File: config.mk
export PLATFORM = sky130hd
export DESIGN_NAME = smbus_notify_rx
export DESIGN_NICKNAME = d
export VERILOG_FILES = /design/src/rtl/hn_pkg.sv /design/src/rtl/hn_bus_cond.sv /design/src/rtl/hn_shift.sv /design/src/rtl/hn_notify_regs.sv /design/src/rtl/smbus_notify_rx.sv
export SDC_FILE = /design/constraint.sdc
export NUM_CORES = 1
export LEC_CHECK = 0
export BUFFER_PORTS_ARGS = -buffer_cell sky130_fd_sc_hd__clkbuf_2
export CAP_MARGIN = 20
export CORE_MARGIN = 10
export CORE_UTILIZATION = 53
export CTS_CLUSTER_SIZE = 12
export DETAILED_ROUTE_END_ITERATION = 8
export GPL_TIMING_DRIVEN = 0
export PLACE_DENSITY = 0.78
export SETUP_SLACK_MARGIN = 0.15
export SKIP_LAST_GASP = 1
export SYNTH_ARGS = -nofsm -noshare
export SYNTH_HDL_FRONTEND = slang
export SYNTH_SLANG_ARGS = --single-unit
export TNS_END_PERCENT = 1
File: constraint.sdc
create_clock -name clk -period 2 [get_ports clk]
set_input_delay 0.1 -clock clk [delete_from_list [all_inputs] [get_ports clk]]
set_output_delay 0.1 -clock clk [all_outputs]
set_load 0.03 [all_outputs]
File: src/rtl/hn_pkg.sv
package hn_pkg;

    typedef enum logic [2:0] {
        ST_IDLE,
        ST_ADDR,
        ST_ACK_WAIT,
        ST_ACK_DRIVE,
        ST_DATA,
        ST_SKIP
    } hn_state_e;

    localparam int FRAME_BYTES = 3;
    localparam int BYTE_W      = 8;
    localparam int ADDR_W      = 7;
    localparam int WORD_W      = 2 * BYTE_W;

endpackage

File: src/rtl/hn_bus_cond.sv
module hn_bus_cond #(
    parameter int SYNC_STAGES = 2
) (
    input  logic clk,
    input  logic rst_n,
    input  logic scl_i,
    input  logic sda_i,
    output logic sda_s_o,
    output logic scl_rise_o,
    output logic scl_fall_o,
    output logic start_o,
    output logic stop_o
);

    logic [SYNC_STAGES-1:0] scl_pipe;
    logic [SYNC_STAGES-1:0] sda_pipe;
    logic                   scl_prev;
    logic                   sda_prev;
    logic                   scl_s;
    logic                   sda_s;

    always_ff @(posedge clk or negedge rst_n) begin
        if (!rst_n) begin
            scl_pipe <= '1;
            sda_pipe <= '1;
            scl_prev <= 1'b1;
            sda_prev <= 1'b1;
        end else begin
            scl_pipe <= SYNC_STAGES'({scl_pipe, scl_i});
            sda_pipe <= SYNC_STAGES'({sda_pipe, sda_i});
            scl_prev <= scl_s;
            sda_prev <= sda_s;
        end
    end

    assign scl_s      = scl_pipe[SYNC_STAGES-1];
    assign sda_s      = sda_pipe[SYNC_STAGES-1];
    assign sda_s_o    = sda_s;
    assign scl_rise_o = scl_s & ~scl_prev;
    assign scl_fall_o = ~scl_s & scl_prev;
    assign start_o    = scl_s & scl_prev & sda_prev & ~sda_s;
    assign stop_o     = scl_s & scl_prev & ~sda_prev & sda_s;

endmodule

File: src/rtl/hn_shift.sv
module hn_shift #(
    parameter int WIDTH = 8
) (
    input  logic             clk,
    input  logic             rst_n,
    input  logic             clr_i,
    input  logic             shift_i,
    input  logic             bit_i,
    output logic [WIDTH-1:0] data_o,
    output logic             full_o,
    output logic             one_o
);

    localparam int CW = $clog2(WIDTH + 2);

    logic [CW-1:0]    cnt_q;
    logic [WIDTH-1:0] data_q;

    always_ff @(posedge clk or negedge rst_n) begin
        if (!rst_n) begin
            cnt_q  <= '0;
            data_q <= '0;
        end else if (clr_i) begin
            cnt_q  <= '0;
        end else if (shift_i) begin
            data_q <= {data_q[WIDTH-2:0], bit_i};
            if (cnt_q != CW'(WIDTH + 1)) begin
                cnt_q <= cnt_q + 1'b1;
            end
        end
    end

    assign data_o = data_q;
    assign full_o = (cnt_q == CW'(WIDTH));
    assign one_o  = (cnt_q == CW'(1));

endmodule

File: src/rtl/hn_notify_regs.sv
module hn_notify_regs
    import hn_pkg::*;
(
    input  logic              clk,
    input  logic              rst_n,
    input  logic              cap_en_i,
    input  logic [1:0]        cap_idx_i,
    input  logic [BYTE_W-1:0] cap_byte_i,
    input  logic              commit_i,
    input  logic              clr_i,
    output logic              pending_o,
    output logic [ADDR_W-1:0] dev_addr_o,
    output logic [WORD_W-1:0] status_o
);

    logic [ADDR_W-1:0] dev_shadow;
    logic [BYTE_W-1:0] word_shadow [FRAME_BYTES-1];
    logic              pending_q;
    logic [ADDR_W-1:0] dev_q;
    logic [WORD_W-1:0] status_q;

    always_ff @(posedge clk or negedge rst_n) begin
        if (!rst_n) begin
            dev_shadow <= '0;
        end else if (cap_en_i && cap_idx_i == 2'd0) begin
            dev_shadow <= cap_byte_i[BYTE_W-1:1];
        end
    end

    for (genvar g = 0; g < FRAME_BYTES - 1; g++) begin : g_word
        always_ff @(posedge clk or negedge rst_n) begin
            if (!rst_n) begin
                word_shadow[g] <= '0;
            end else if (cap_en_i && cap_idx_i == 2'(g + 1)) begin
                word_shadow[g] <= cap_byte_i;
            end
        end
    end

    always_ff @(posedge clk or negedge rst_n) begin
        if (!rst_n) begin
            pending_q <= 1'b0;
            dev_q     <= '0;
            status_q  <= '0;
        end else if (commit_i) begin
            pending_q <= 1'b1;
            dev_q     <= dev_shadow;
            status_q  <= {word_shadow[1], word_shadow[0]};
        end else if (clr_i) begin
            pending_q <= 1'b0;
        end
    end

    assign pending_o  = pending_q;
    assign dev_addr_o = dev_q;
    assign status_o   = status_q;

endmodule

File: src/rtl/smbus_notify_rx.sv
module smbus_notify_rx
    import hn_pkg::*;
#(
    parameter logic [6:0] HOST_ADDR   = 7'h08,
    parameter int         SYNC_STAGES = 2
) (
    input  logic        clk,
    input  logic        rst_n,
    input  logic        scl_i,
    input  logic        sda_i,
    output logic        sda_oe_o,
    input  logic        irq_clr_i,
    output logic        irq_o,
    output logic [6:0]  dev_addr_o,
    output logic [15:0] status_o
);

    localparam logic [BYTE_W-1:0] MATCH_BYTE = {HOST_ADDR, 1'b0};

    hn_state_e         state_q, state_d;
    logic [1:0]        idx_q, idx_d;
    logic              oe_q;
    logic              sda_s, scl_rise, scl_fall, start_det, stop_det;
    logic              sh_clr, sh_en, byte_full, one_bit;
    logic [BYTE_W-1:0] rx_byte;
    logic              cap_en, commit, pending;

    hn_bus_cond #(.SYNC_STAGES(SYNC_STAGES)) u_cond (
        .clk        (clk),
        .rst_n      (rst_n),
        .scl_i      (scl_i),
        .sda_i      (sda_i),
        .sda_s_o    (sda_s),
        .scl_rise_o (scl_rise),
        .scl_fall_o (scl_fall),
        .start_o    (start_det),
        .stop_o     (stop_det)
    );

    assign sh_en  = scl_rise && (state_q == ST_ADDR || state_q == ST_DATA);
    assign sh_clr = start_det || (state_q == ST_ACK_DRIVE && scl_fall);

    hn_shift #(.WIDTH(BYTE_W)) u_shift (
        .clk     (clk),
        .rst_n   (rst_n),
        .clr_i   (sh_clr),
        .shift_i (sh_en),
        .bit_i   (sda_s),
        .data_o  (rx_byte),
        .full_o  (byte_full),
        .one_o   (one_bit)
    );

    hn_notify_regs u_regs (
        .clk        (clk),
        .rst_n      (rst_n),
        .cap_en_i   (cap_en),
        .cap_idx_i  (idx_q),
        .cap_byte_i (rx_byte),
        .commit_i   (commit),
        .clr_i      (irq_clr_i),
        .pending_o  (pending),
        .dev_addr_o (dev_addr_o),
        .status_o   (status_o)
    );

    // state register
    always_ff @(posedge clk or negedge rst_n) begin
        if (!rst_n) begin
            state_q <= ST_IDLE;
            idx_q   <= '0;
        end else begin
            state_q <= state_d;
            idx_q   <= idx_d;
        end
    end

    // next state
    always_comb begin
        state_d = state_q;
        idx_d   = idx_q;
        cap_en  = 1'b0;
        commit  = 1'b0;
        if (stop_det) begin
            state_d = ST_IDLE;
            commit  = (state_q == ST_DATA) && (idx_q == 2'(FRAME_BYTES)) && one_bit;
        end else if (start_det) begin
            state_d = ST_ADDR;
            idx_d   = '0;
        end else begin
            unique case (state_q)
                ST_IDLE: ;
                ST_ADDR: begin
                    if (byte_full) begin
                        state_d = (rx_byte == MATCH_BYTE && !pending) ? ST_ACK_WAIT : ST_SKIP;
                    end
                end
                ST_ACK_WAIT: begin
                    if (scl_fall) state_d = ST_ACK_DRIVE;
                end
                ST_ACK_DRIVE: begin
                    if (scl_fall) state_d = ST_DATA;
                end
                ST_DATA: begin
                    if (byte_full) begin
                        if (idx_q < 2'(FRAME_BYTES)) begin
                            cap_en  = 1'b1;
                            idx_d   = idx_q + 1'b1;
                            state_d = ST_ACK_WAIT;
                        end else begin
                            state_d = ST_SKIP;
                        end
                    end
                end
                ST_SKIP: ;
                default: state_d = ST_IDLE;
            endcase
        end
    end

    // outputs
    always_ff @(posedge clk or negedge rst_n) begin
        if (!rst_n) begin
            oe_q <= 1'b0;
        end else begin
            oe_q <= (state_d == ST_ACK_DRIVE);
        end
    end

    assign sda_oe_o = oe_q;
    assign irq_o    = pending;

endmodule

==> Yosys cells after proc, flatten, opt, wreduce, memory -nomap -nowiden <==
Cells that the tools add are included.
{ "totals": {"regBits": 71, "latchBits": 0, "mem_bits_rw": 0, "rom_bits": 0, "input_bits": 5, "word_cells": 91, "memories": 0} }
{ "op_classes": {"addsub": 2, "n_mul": 0, "div_mod_pow": 0, "n_lt_le_gt_ge": 1, "n_eq_ne": 13, "n_shift": 0, "mux": 24, "n_bitwise": 13, "n_reduce_logical": 23} }
{ "ops": {"columns": ["cell", "count"], "rows": [
  ["$mux 3", 8],
  ["$pmux 3 s5", 1],
  ["$mux 4", 3],
  ["$reduce_bool 2->1", 6],
  ["$eq 3x2->1 const B", 3],
  ["$eq 8x5->1 const B", 1],
  ["$logic_and 1x1->1", 8],
  ["$mux 1", 8],
  ["$mux 2", 4],
  ["$and 1x1->1", 7],
  ["$eq 3x3->1 const B", 2],
  ["$not 1->1", 6],
  ["$add 4x1->4 const B", 1],
  ["$eq 2x2->1 const B", 2],
  ["$eq 4x1->1 const B", 1],
  ["$eq 4x4->1 const B", 1],
  ["$ne 4x4->1 const B", 1],
  ["$reduce_and 2->1", 2],
  ["$reduce_and 4->1", 1],
  ["$eq 3x1->1 const B", 1],
  ["$logic_not 3->1", 1],
  ["$add 2x1->2 const B", 1],
  ["$eq 2x1->1 const B", 1],
  ["$logic_not 2->1", 1],
  ["other kinds (4)", 5]
]} }

==> Longest topological paths before layout <==
Gate-level depths: netlist (run 1).
{ "logic_depth": {"word_depth": 8, "ltp_mapped": 6, "ltp_nobuf": 6} }

==> By module <==
From an unflattened synthesis (run 1), not the netlist that was laid out.
{ "hier_totals": {"hier_cells": 213, "hier_area_um2": 3016.6} }
{ "by_module_without_submodules": {"columns": ["module", "n_inst", "cells_per_inst", "area_each_um2", "seq_area_each_um2"], "rows": [
  ["hn_notify_regs", 1, 101, 1761.7, 1176.1],
  ["hn_shift", 1, 44, 561.8, 300.3],
  ["smbus_notify_rx", 1, 58, 503.0, 150.1],
  ["hn_bus_cond", 1, 10, 190.2, 157.7]
]} }

==> Worst setup path before layout (run 1) <==
Ideal clock, no wire load.
{ "synth_timing": {"kind": "reg-to-reg", "start": "reg state_q[1]", "end": "reg u_regs.word_shadow[1] (netlist bit)", "arrival_ns": 1.748, "required_time_ns": 1.875, "setup_slack_ns": 0.127, "stages_incl_launch_ff": 6, "n_path_buf": 1, "synth_period_minus_slack_ns": 1.873, "path_cell_list": "dfrtp_1 > buf_6 > or3b_4 > a211oi_4 > nand2_4 > mux2_4"} }
{ "synth_between": {"elab_chain_cells": 5} }
{ "synth_lines": {"columns": ["element", "line", "source"], "rows": [
  ["from (decl)", "smbus_notify_rx.sv:20", "hn_state_e state_q, state_d;"],
  ["from (signal assigned)", "smbus_notify_rx.sv:73", "state_q <= state_d;"],
  ["$eq 3x3->1", "smbus_notify_rx.sv:91", "unique case (state_q)"],
  ["$mux 1", "smbus_notify_rx.sv:91", null],
  ["$mux 1", "smbus_notify_rx.sv:87", "end else if (start_det) begin"],
  ["$mux 1", "smbus_notify_rx.sv:84", "if (stop_det) begin"],
  ["$logic_and 1x1->1", "hn_notify_regs.sv:34", "end else if (cap_en_i && cap_idx_i == 2'(g + 1)) begin"],
  ["to (signal, indexed assignment)", "hn_notify_regs.sv:35", "word_shadow[g] <= cap_byte_i;"],
  ["to (decl)", "hn_notify_regs.sv:17", "logic [BYTE_W-1:0] word_shadow [FRAME_BYTES-1];"]
]} }
Every way passes these cells.
A chain may end at the register's enable or synchronous reset.

==> Final worst setup path (run 1) <==
{ "layout_timing": {"start": "reg state_q[0]", "end": "reg u_regs.dev_shadow[0]"} }
{ "layout_between": {"elab_chain_cells": 5} }
{ "layout_lines": {"columns": ["element", "line", "source"], "rows": [
  ["$eq 3x3->1", "smbus_notify_rx.sv:91", null],
  ["$mux 1", "smbus_notify_rx.sv:91", null],
  ["$mux 1", "smbus_notify_rx.sv:87", null],
  ["$mux 1", "smbus_notify_rx.sv:84", null],
  ["$logic_and 1x1->1", "hn_notify_regs.sv:25", "end else if (cap_en_i && cap_idx_i == 2'd0) begin"],
  ["to (signal assigned)", "hn_notify_regs.sv:26", "dev_shadow <= cap_byte_i[BYTE_W-1:1];"],
  ["to (decl)", "hn_notify_regs.sv:16", "logic [ADDR_W-1:0] dev_shadow;"]
]} }
Every way passes these cells.

==> results of run 1 <==
## sequential cells by signal (all words and copies together), names as in the netlist
register            cells
state_q                 3
idx_q                   2
u_cond.sda_prev         1
u_regs.pending_o        1
u_regs.status_o        16
u_regs.dev_addr_o       7
u_shift.data_o          8
u_cond.scl_pipe         2
u_regs.word_shadow     16
u_shift.cnt_q           4
u_regs.dev_shadow       7
u_cond.sda_pipe         2
sda_oe_o                1
u_cond.scl_prev         1
## metrics by stage
stage | setup WS [ns] | utilization | TNS, ns | power (W)
2_1_floorplan | 0.155 | - | 0 | 0.00212
3_3_place_gp | 0.0109 | 0.585 | 0 | 0.00226
3_5_place_dp | -0.0255 | 0.590 | -0.167 | 0.00230
4_1_cts | 0.118 | 0.634 | 0 | 0.00344
5_1_grt | 0.0564 | 0.635 | 0 | 0.00360
6_report | 0.0894 | 0.635 | 0 | 0.00342
## worst max-delay path by stage
stage                     from                endpoint  depth (start not counted)
detailed placement    idx_q[0]   u_regs.word_shadow[7]                          5
global route        state_q[0]  u_regs.word_shadow[14]                          6
global placement      idx_q[0]   u_regs.word_shadow[4]                          5
finish              state_q[0]    u_regs.dev_shadow[0]                          6
CTS                 state_q[0]    u_regs.dev_shadow[0]                          6
floorplan             idx_q[0]   u_regs.word_shadow[0]                          5
## layout make-up
cell class / instances / area (µm²)
sequential: 71 / 1790
fill: 455 / 2140
clock inverter: 5 / 58.8
multi-input combinational: 139 / 1340
buffer: 5 / 37.5
timing repair buffer: 36 / 234
clock buffer: 10 / 138
inverter: 8 / 30.0
tap: 75 / 93.8
## power breakdown
part	internal, W	switching (W)
Clock	0.000603	0.000524
Sequential	0.00156	0.000178
Combinational	0.000259	0.000289
Total	0.00242	0.000992
## synth_stat cells (all sizes together), types with 4 or more instances
cell	instances
dfrtp	65
mux2	53
nand2	14
ha	8
inv	8
nor2	8
dfstp	6
buf	5
o21ai	5
a211oi	4
xor2	4
## kinds of logic (layout without fill, tap and decap cells)
group           count (synthesis)  count (layout)  synth area share
mux                            55              55             0.222
buf+inv                        13              64            0.0214
xor+xnor                        5               5            0.0138
compound gates                 21              21            0.0490
flops                          71              71             0.564
simple gates                   50              50            0.0981
fa+ha+maj                       8               8            0.0316
## per-layer routing
layer	wire [µm]	global-route usage	share of wire	vias to the layer above
li1	-	-	-	891
met1	2600	0.156	0.44	931
met2	2920	0.207	0.50	45
met3	302	0.0498	0.051	5
met4	67	0.0391	0.011	0
met5	0	0	0	-
## repair_timing
item                                   CTS  global route
pin swaps                                2             0
endpoints found under the hold margin   68             0
setup buffers                            2             0
gates resized for setup                  2             1
gates cloned                             0             0
setup endpoints to repair               42            54
hold buffers                             4             0
==> key figures, run 1 <==
Clock network
  – Maximum clock path buffer count: 2
  – Clock latency at the later pin of the worst-skew pair: 0.34 ns
  – CTS Buf Count: 9
  – CTS tree: built
  – CTS Root Buffer Type: clkbuf_8
  – Clk slew on worst S/H paths: 0.07 ns
  – CTS sink cnt: 71
  – H-tree depth: 3

Route
  – Wirelength per Cell: 16.9 µm
  – DRT iter0 DRCs: 47
  – Antenna Nets Post-Route: 0
  – DRC Markers: 0
  – Drt pass-1 iters: 5
  – Vias per cell: 5.36
  – DRT Wirelength: 5890 µm
  – Routed vias: 1872

Global route
  – Global route overflow: 0
  – Largest net degree at the start of global routing: 71
  – Vias in the first global route: 1959
  – First-pass GRT wire length: 10000 µm
  – Initial antenna violation count: 0
  – Global Route Usage Sum: 0.129

Critical path
  – Delay-heaviest family, CP: simple AND/OR/NAND/NOR gates
  – Worst path cell trace: buf_2 -> or3b_4 -> a211oi_4 -> buf_6 -> nand2_4 -> mux2_4
  – Crit Reg-Reg Endpoint: u_regs.dev_shadow[0]
  – R2R depth: 6
  – CP Max Fanout: 9
  – Flop2flop setup slack: 0.09 ns
  – Setup CP Type: reg -> reg
  – CP Buf/Inv Count: 2
  – CP max stage delay: 0.42 ns
  – CP Data Arrival Time: 2.13 ns
  – Start of the worst register-to-register path: state_q[0]
  – Worst Path Required: 2.22 ns
  – Slowest-stage cell, CP: or3b_4
  – Startpoint types: register
  – Critical path capture point type: register

Layout
  – # diodes: 0
  – Final #Nets: 283
  – Share of layout cells above drive strength 1: 0.438
  – Post-route cell area: 0.00371 mm²
  – Non-filler cells, final: 349
  – Area Overhead vs Synth: 17.4%
  – Most common cell after layout, fill and taps aside: dfrtp_1
  – Most frequent cells in the layout: dfrtp_1 (64), mux2_2 (30), clkbuf_2 (28), mux2_4 (23), nand2_1 (11)

Logic synthesis
  – Synth Area per Inst: 14.2 µm²
  – Synth Instances: 223
  – Top-area cell type share of the netlist area: 0.514
  – Post-synth EDFFs: 0
  – Ys Warns: 0
  – Synth area leaders: dfrtp_1 (51%), mux2_4 (11%), mux2_2 (11%), dfstp_2 (5.0%), ha_1 (3.2%)
  – Flops & latches, synth: 71
  – Async S/R FF share, synth: 1.00
  – Largest area contributor in the netlist: dfrtp_1
  – Register area share after synthesis: 0.564
  – Ys flop type: dfrtp_1
  – Post-Syn Nets: 236
  – Cell Area, Synth: 0.00316 mm²
  – Netlist cell types: 45

Floorplanning
  – Die W: 97.3 µm
  – Initial core utilization: 0.541
  – Die ar.: 0.00946 mm²
  – # IOs: 30
  – Core area: 0.00585 mm²
  – Rows: 28
  – Die Ht: 97.3 µm

Placement
  – Cell Count Post-Placement: 328
  – DP Area: 0.00345 mm²
  – HPWL after DPL: 4000 µm
  – RePlAce Congestion: 0.828
  – Buffers on Ports: 29

Pwr
  – Maximum vdd drop: 0.514 mV
  – Power Density: 920 mW/mm²
  – Leak: 1.92 nW

Min path
  – Min-delay worst type: in -> async

STA
  – Achievable Freq: 523 MHz
  – Unrepaired setup endpoints after global routing: true
  – Minimum clock period after layout: 1.91 ns
  – Clock skew: 0.0125 ns
  – Final Max Tran Viols: 0
  – Fin Hold WS: 0.127 ns
  – Worst slew pin tran: 0.381 ns
  – Fin. Hold Viols: 0
  – Final period utilization: 0.955
  – Final setup viols: 0
  – Rel. slew slack: 0.742

Run status
  – Status: finished, final reports clean

Job
  – Max Cap Viol: 0
(Power assumes the default switching activity.)
==> run 2, diff against run 1 <==
Settings changed: ABC_AREA from default to 1, CORE_UTILIZATION 53 to 52, PLACE_DENSITY 0.78 to 0.77.
==> run 2 against run 1 <==
Effect of this change:
- clock power is 9% lower
- sequential share of layout area up 1.0 points
- worst setup slack better by 0.12 ns
- cell count grew 32%
- synthesized cell count rose by 49%
==> key figures, run 2 <==
Clock network
  – Clk slew on worst S/H paths: 0.08 ns
  – H-tree depth: 3
  – CTS sink cnt: 71
  – Maximum clock path buffer count: 2
  – CTS Buf Count: 9
  – CTS tree: built
  – CTS Root Buffer Type: clkbuf_8
  – Clock latency at the later pin of the worst-skew pair: 0.34 ns

Route
  – DRT Wirelength: 6090 µm
  – Wirelength per Cell: 13.2 µm
  – Antenna Nets Post-Route: 0
  – Vias per cell: 4.97
  – Drt pass-1 iters: 4
  – Routed vias: 2285
  – DRC Markers: 0
  – DRT iter0 DRCs: 120

Layout
  – Final #Nets: 396
  – Fin util: 0.648
  – Most common cell after layout, fill and taps aside: nand2_1
  – Share of layout cells above drive strength 1: 0.214
  – # diodes: 0
  – Most frequent cells in the layout: nand2_1 (77), dfrtp_1 (65), inv_1 (55), o21ai_0 (44), clkbuf_2 (29)
  – Area Overhead vs Synth: 19.0%

Placement
  – RePlAce Congestion: 0.854
  – Place WS: 0.134 ns
  – Buffers on Ports: 29
  – HPWL after DPL: 4390 µm

Logic synthesis
  – Commonest cells in the netlist: nand2_1 (77), dfrtp_1 (65), inv_1 (55), o21ai_0 (45), nand3_1 (17)
  – Cell Area, Synth: 0.00305 mm²
  – Register area share after synthesis: 0.584
  – Ys Warns: 0
  – Async S/R FF share, synth: 1.00
  – Flops & latches, synth: 71
  – Netlist cell types: 24
  – Post-Syn Nets: 345
  – Largest area contributor in the netlist: dfrtp_1
  – Synth Area per Inst: 9.20 µm²
  – Post-synth EDFFs: 0
  – Most numerous cell in the Yosys netlist: nand2_1
  – Synth Instances: 332
  – Ys flop type: dfrtp_1
  – Top-area cell type share of the netlist area: 0.533
  – Synth area leaders: dfrtp_1 (53%), nand2_1 (9.5%), o21ai_0 (7.4%), inv_1 (6.8%), dfstp_2 (5.2%)

Pwr
  – Leak: 1.74 nW
  – Power Density: 947 mW/mm²
  – Maximum vdd drop: 0.671 mV

Floorplanning
  – Die Ht: 96.6 µm
  – Die ar.: 0.00934 mm²
  – Die W: 96.6 µm
  – # IOs: 30
  – Rows: 27
  – Core area: 0.00561 mm²
  – Initial core utilization: 0.544

STA
  – Final setup TNS: 0 ns
  – Worst slew pin tran: 0.352 ns
  – Final setup viols: 0
  – Final Max Tran Viols: 0
  – Clock skew: 0.00979 ns
  – Minimum clock period after layout: 1.79 ns
  – PnR worst setup slack: 0.211 ns
  – Fin. Hold Viols: 0
  – Achievable Freq: 559 MHz
  – Rel. slew slack: 0.765
  – Unrepaired setup endpoints after global routing: true
  – Final period utilization: 0.894
  – Fin Hold WS: 0.218 ns

Critical path
  – Flop2flop setup slack: 0.21 ns
  – R2R depth: 8
  – Crit Reg-Reg Endpoint: u_regs.dev_shadow[0]
  – CP Buf/Inv Count: 2
  – Delay-heaviest family, CP: simple AND/OR/NAND/NOR gates
  – Startpoint types: register
  – CP max stage delay: 0.40 ns
  – Setup CP Type: reg -> reg
  – CP Max Fanout: 10
  – Critical path capture point type: register
  – Slowest-stage cell, CP: dfrtp_1
  – Start of the worst register-to-register path: u_shift.cnt_q[1]
  – Worst Path Required: 2.22 ns
  – Worst path cell trace: inv_1 -> ha_2 -> nand3_4 -> nor3_4 -> nand3_2 -> buf_4 -> nand2_1 -> o21ai_0
  – CP Data Arrival Time: 2.01 ns

Global route
  – First-pass GRT wire length: 10400 µm
  – Global Route Usage Sum: 0.131
  – Largest net degree at the start of global routing: 53
  – Global route overflow: 0
  – Initial antenna violation count: 0
  – Vias in the first global route: 2219

Job
  – Max Cap Viol: 0

Run status
  – Status: finished, final reports clean

Min path
  – Min-delay worst type: in -> async
[run 2: metal layers]
| layer | vias up | GRT usage | wire [µm] |
|---|---|---|---|
| li1 | 1145 | - | - |
| met1 | 1091 | 0.165 | 2790 |
| met2 | 41 | 0.211 | 2950 |
| met3 | 8 | 0.0348 | 279 |
| met4 | 0 | 0.0451 | 70 |
| met5 | - | 0 | 0 |
[run 2: timing repair]
action,4_1_cts,5_1_grt
pin swaps,1,4
resized for setup,0,11
endpoints found under the setup margin,9,27
hold buffers,4,0
endpoints found under the hold margin,22,0
setup buffers,0,6
[run 2: worst max-delay path by stage]
stage	start	end	slack (ns)	cells past startpoint
finish	u_shift.cnt_q[1]	u_regs.dev_shadow[0]	0.21	8
global route	u_shift.cnt_q[1]	u_regs.dev_shadow[0]	0.09	8
CTS	u_shift.cnt_q[0]	u_regs.word_shadow[3]	0.18	7
detailed placement	u_shift.cnt_q[0]	u_regs.word_shadow[6]	0.13	8
global placement	u_shift.cnt_q[0]	u_regs.word_shadow[6]	0.18	8
floorplan	u_shift.cnt_q[0]	u_regs.word_shadow[5]	0.40	8
[run 2: power breakdown]
part | internal, W | leakage, nW | total [W] | switching, W
clock | 0.000488 | 0.0849 | 0.00103 | 0.000547
sequential | 0.00158 | 0.957 | 0.00170 | 0.000127
combinational | 0.000234 | 0.703 | 0.000702 | 0.000468
total | 0.00230 | 1.74 | 0.00344 | 0.00114
[run 2: through the flow]
stage	total power, W	cell area (µm²)	std cells
finish	0.00344	3630	460
global route	0.00366	3630	460
CTS	0.00342	3540	454
detailed placement	0.00238	3320	434
global placement	0.00234	3290	433
floorplan	0.00217	3050	332
[run 2: logic make-up after synthesis]
group	share of synthesized area
and+or+nand+nor	0.175
AOI/OAI and AO/OA	0.116
xor gates and xnor gates	0.00574
DFF	0.584
adders and majority gates	0.0328
buffers and inverters	0.0857
[run 2: final cells by class]
cell class | instances | area, µm²
Multi-Input combinational cell | 196 | 1040
Fill cell | 476 | 1980
Timing Repair Buffer | 40 | 260
Sequential cell | 71 | 1780
Clock buffer | 10 | 138
Buffer | 9 | 61.3
Clock inverter | 6 | 45.0
Tap cell | 72 | 90.1
Inverter | 56 | 210
==> run 3, diff against run 2 <==
Settings changed: MAX_ROUTING_LAYER from default to met4.
==> run 3 against run 2 <==
Effect of this change:
- clock-buffer cell count did not move
- design area hardly changed
- register-to-register slack got worse by 0.02 ns
- sequential share of layout area about the same
- core utilization about the same
- critical path type unchanged
- sequential cell count unchanged
- cell count shrank 0.43%
- via count shrank 1.9%
- global-route usage rose by 0.23 points
- worst hold slack got worse by 0.011 ns
- maximum frequency down 1.0%
- clock power grew 13%
- largest power group unchanged
==> key figures, run 3 (same netlist as run 2, synthesis figures left out) <==
Global route
  – Initial antenna violation count: 0
  – Vias in the first global route: 2154
  – First-pass GRT wire length: 10100 µm
  – Global Route Usage Sum: 0.133
  – Largest net degree at the start of global routing: 53
  – Global route overflow: 0

Clock network
  – CTS Root Buffer Type: clkbuf_8
  – Clk slew on worst S/H paths: 0.08 ns
  – CTS sink cnt: 71
  – CTS Buf Count: 9
  – Clock latency at the later pin of the worst-skew pair: 0.35 ns
  – H-tree depth: 3
  – Maximum clock path buffer count: 2
  – CTS tree: built

Layout
  – # diodes: 0
  – Fin util: 0.648
  – Share of layout cells above drive strength 1: 0.210
  – Final #Nets: 394
  – Most common cell after layout, fill and taps aside: nand2_1
  – Most frequent cells in the layout: nand2_1 (77), dfrtp_1 (65), inv_1 (55), o21ai_0 (44), clkbuf_2 (29)
  – Area Overhead vs Synth: 19.1%
  – Fillers: 469

Critical path
  – Flop2flop setup slack: 0.19 ns
  – CP Max Fanout: 10
  – CP Data Arrival Time: 2.04 ns
  – Worst Path Required: 2.23 ns
  – CP Buf/Inv Count: 3
  – Setup CP Type: reg -> reg
  – Delay-heaviest family, CP: simple AND/OR/NAND/NOR gates
  – Critical path capture point type: register
  – Startpoint types: register
  – Worst path cell trace: inv_1 -> ha_2 -> nand3_4 -> nor3_4 -> buf_4 -> nand3_4 -> buf_4 -> nand2_1 -> o21ai_1
  – Slowest-stage cell, CP: dfrtp_1
  – CP max stage delay: 0.40 ns

STA
  – Achievable Freq: 553 MHz
  – Fin. Hold Viols: 0
  – Final Max Tran Viols: 0
  – Minimum clock period after layout: 1.81 ns
  – Final setup TNS: 0 ns
  – PnR worst setup slack: 0.193 ns
  – Worst slew pin tran: 0.312 ns
  – Clock skew: 0.00957 ns
  – Rel. slew slack: 0.792
  – Final period utilization: 0.904
  – Final setup viols: 0
  – Unrepaired setup endpoints after global routing: true

Route
  – Wirelength per Cell: 13.1 µm
  – Antenna Nets Post-Route: 0
  – DRC Markers: 0
  – Drt pass-1 iters: 5
  – Routed vias: 2242
  – Vias per cell: 4.90
  – DRT Wirelength: 5990 µm
  – DRT iter0 DRCs: 135

Job
  – Max Cap Viol: 0

Floorplanning
  – Initial core utilization: 0.544
  – Die ar.: 0.00934 mm²
  – Rows: 27
  – Die W: 96.6 µm
  – Core area: 0.00561 mm²
  – # IOs: 30
  – Die Ht: 96.6 µm

Placement
  – Buffers on Ports: 29
  – Place WS: 0.148 ns
  – HPWL after DPL: 4320 µm
  – RePlAce Congestion: 0.863

Pwr
  – Power Density: 984 mW/mm²
  – Maximum vdd drop: 0.757 mV
  – Leak: 1.75 nW

Run status
  – Status: finished, final reports clean

Min path
  – Min-delay worst type: in -> async
[run 3: area by class of cell]
| type | instances | area (µm²) | area share |
|---|---|---|---|
| Inverter | 56 | 210 | 0.0578 |
| Timing Repair Buffer | 38 | 245 | 0.0675 |
| Sequential cell | 71 | 1780 | 0.491 |
| Clock buffer | 10 | 138 | 0.0379 |
| Multi-Input combinational cell | 196 | 1040 | 0.287 |
| Clock inverter | 6 | 68.8 | 0.0189 |
| Buffer | 9 | 55.1 | 0.0151 |
| Tap cell | 72 | 90.1 | 0.0248 |
[run 3: stage by stage]
| stage | hold WS [ns] | total power, W | instances | instance area, µm² |
|---|---|---|---|---|
| global placement | 0.189 | 0.00234 | 433 | 3290 |
| CTS | 0.205 | 0.00355 | 454 | 3560 |
| detailed placement | 0.0388 | 0.00238 | 434 | 3320 |
| finish | 0.207 | 0.00358 | 458 | 3630 |
| floorplan | -0.196 | 0.00217 | 332 | 3050 |
| global route | 0.238 | 0.00378 | 458 | 3630 |
[run 3: per-layer routing]
metal	part of all wire	global-route usage	wire length, µm	vias up
met5	0	-	0	-
met4	0.012	0.0586	73	0
met3	0.043	0.0348	257	9
met2	0.48	0.203	2850	40
met1	0.47	0.163	2810	1051
li1	-	-	-	1142
[run 3: final timing paths]
kind,from,end,cells after the start
min,rst_n,u_regs.status_o[6],2
max,u_shift.cnt_q[1],u_regs.word_shadow[14],9
max reg2reg,u_shift.cnt_q[1],u_regs.word_shadow[14],9
min in group clk,u_cond.sda_pipe[0],u_cond.sda_pipe[1],0
max in group asynchronous,rst_n,u_cond.sda_prev,3
min reg2reg,u_cond.sda_pipe[0],u_cond.sda_pipe[1],0
[run 3: what timing repair did]
| item | 4_1_cts | 5_1_grt |
|---|---|---|
| endpoints found under the setup margin | 4 | 26 |
| pin swaps | 1 | 1 |
| buffers inserted | 0 | 4 |
| hold buffers | 4 | 0 |
| endpoints found under the hold margin | 22 | 0 |
| resized for setup | 0 | 8 |
[run 3: where the power goes]
group | internal (W) | leakage, nW | switching [W]
clock network | 0.000616 | 0.103 | 0.000548
logic | 0.000231 | 0.694 | 0.000477
registers | 0.00158 | 0.957 | 0.000128
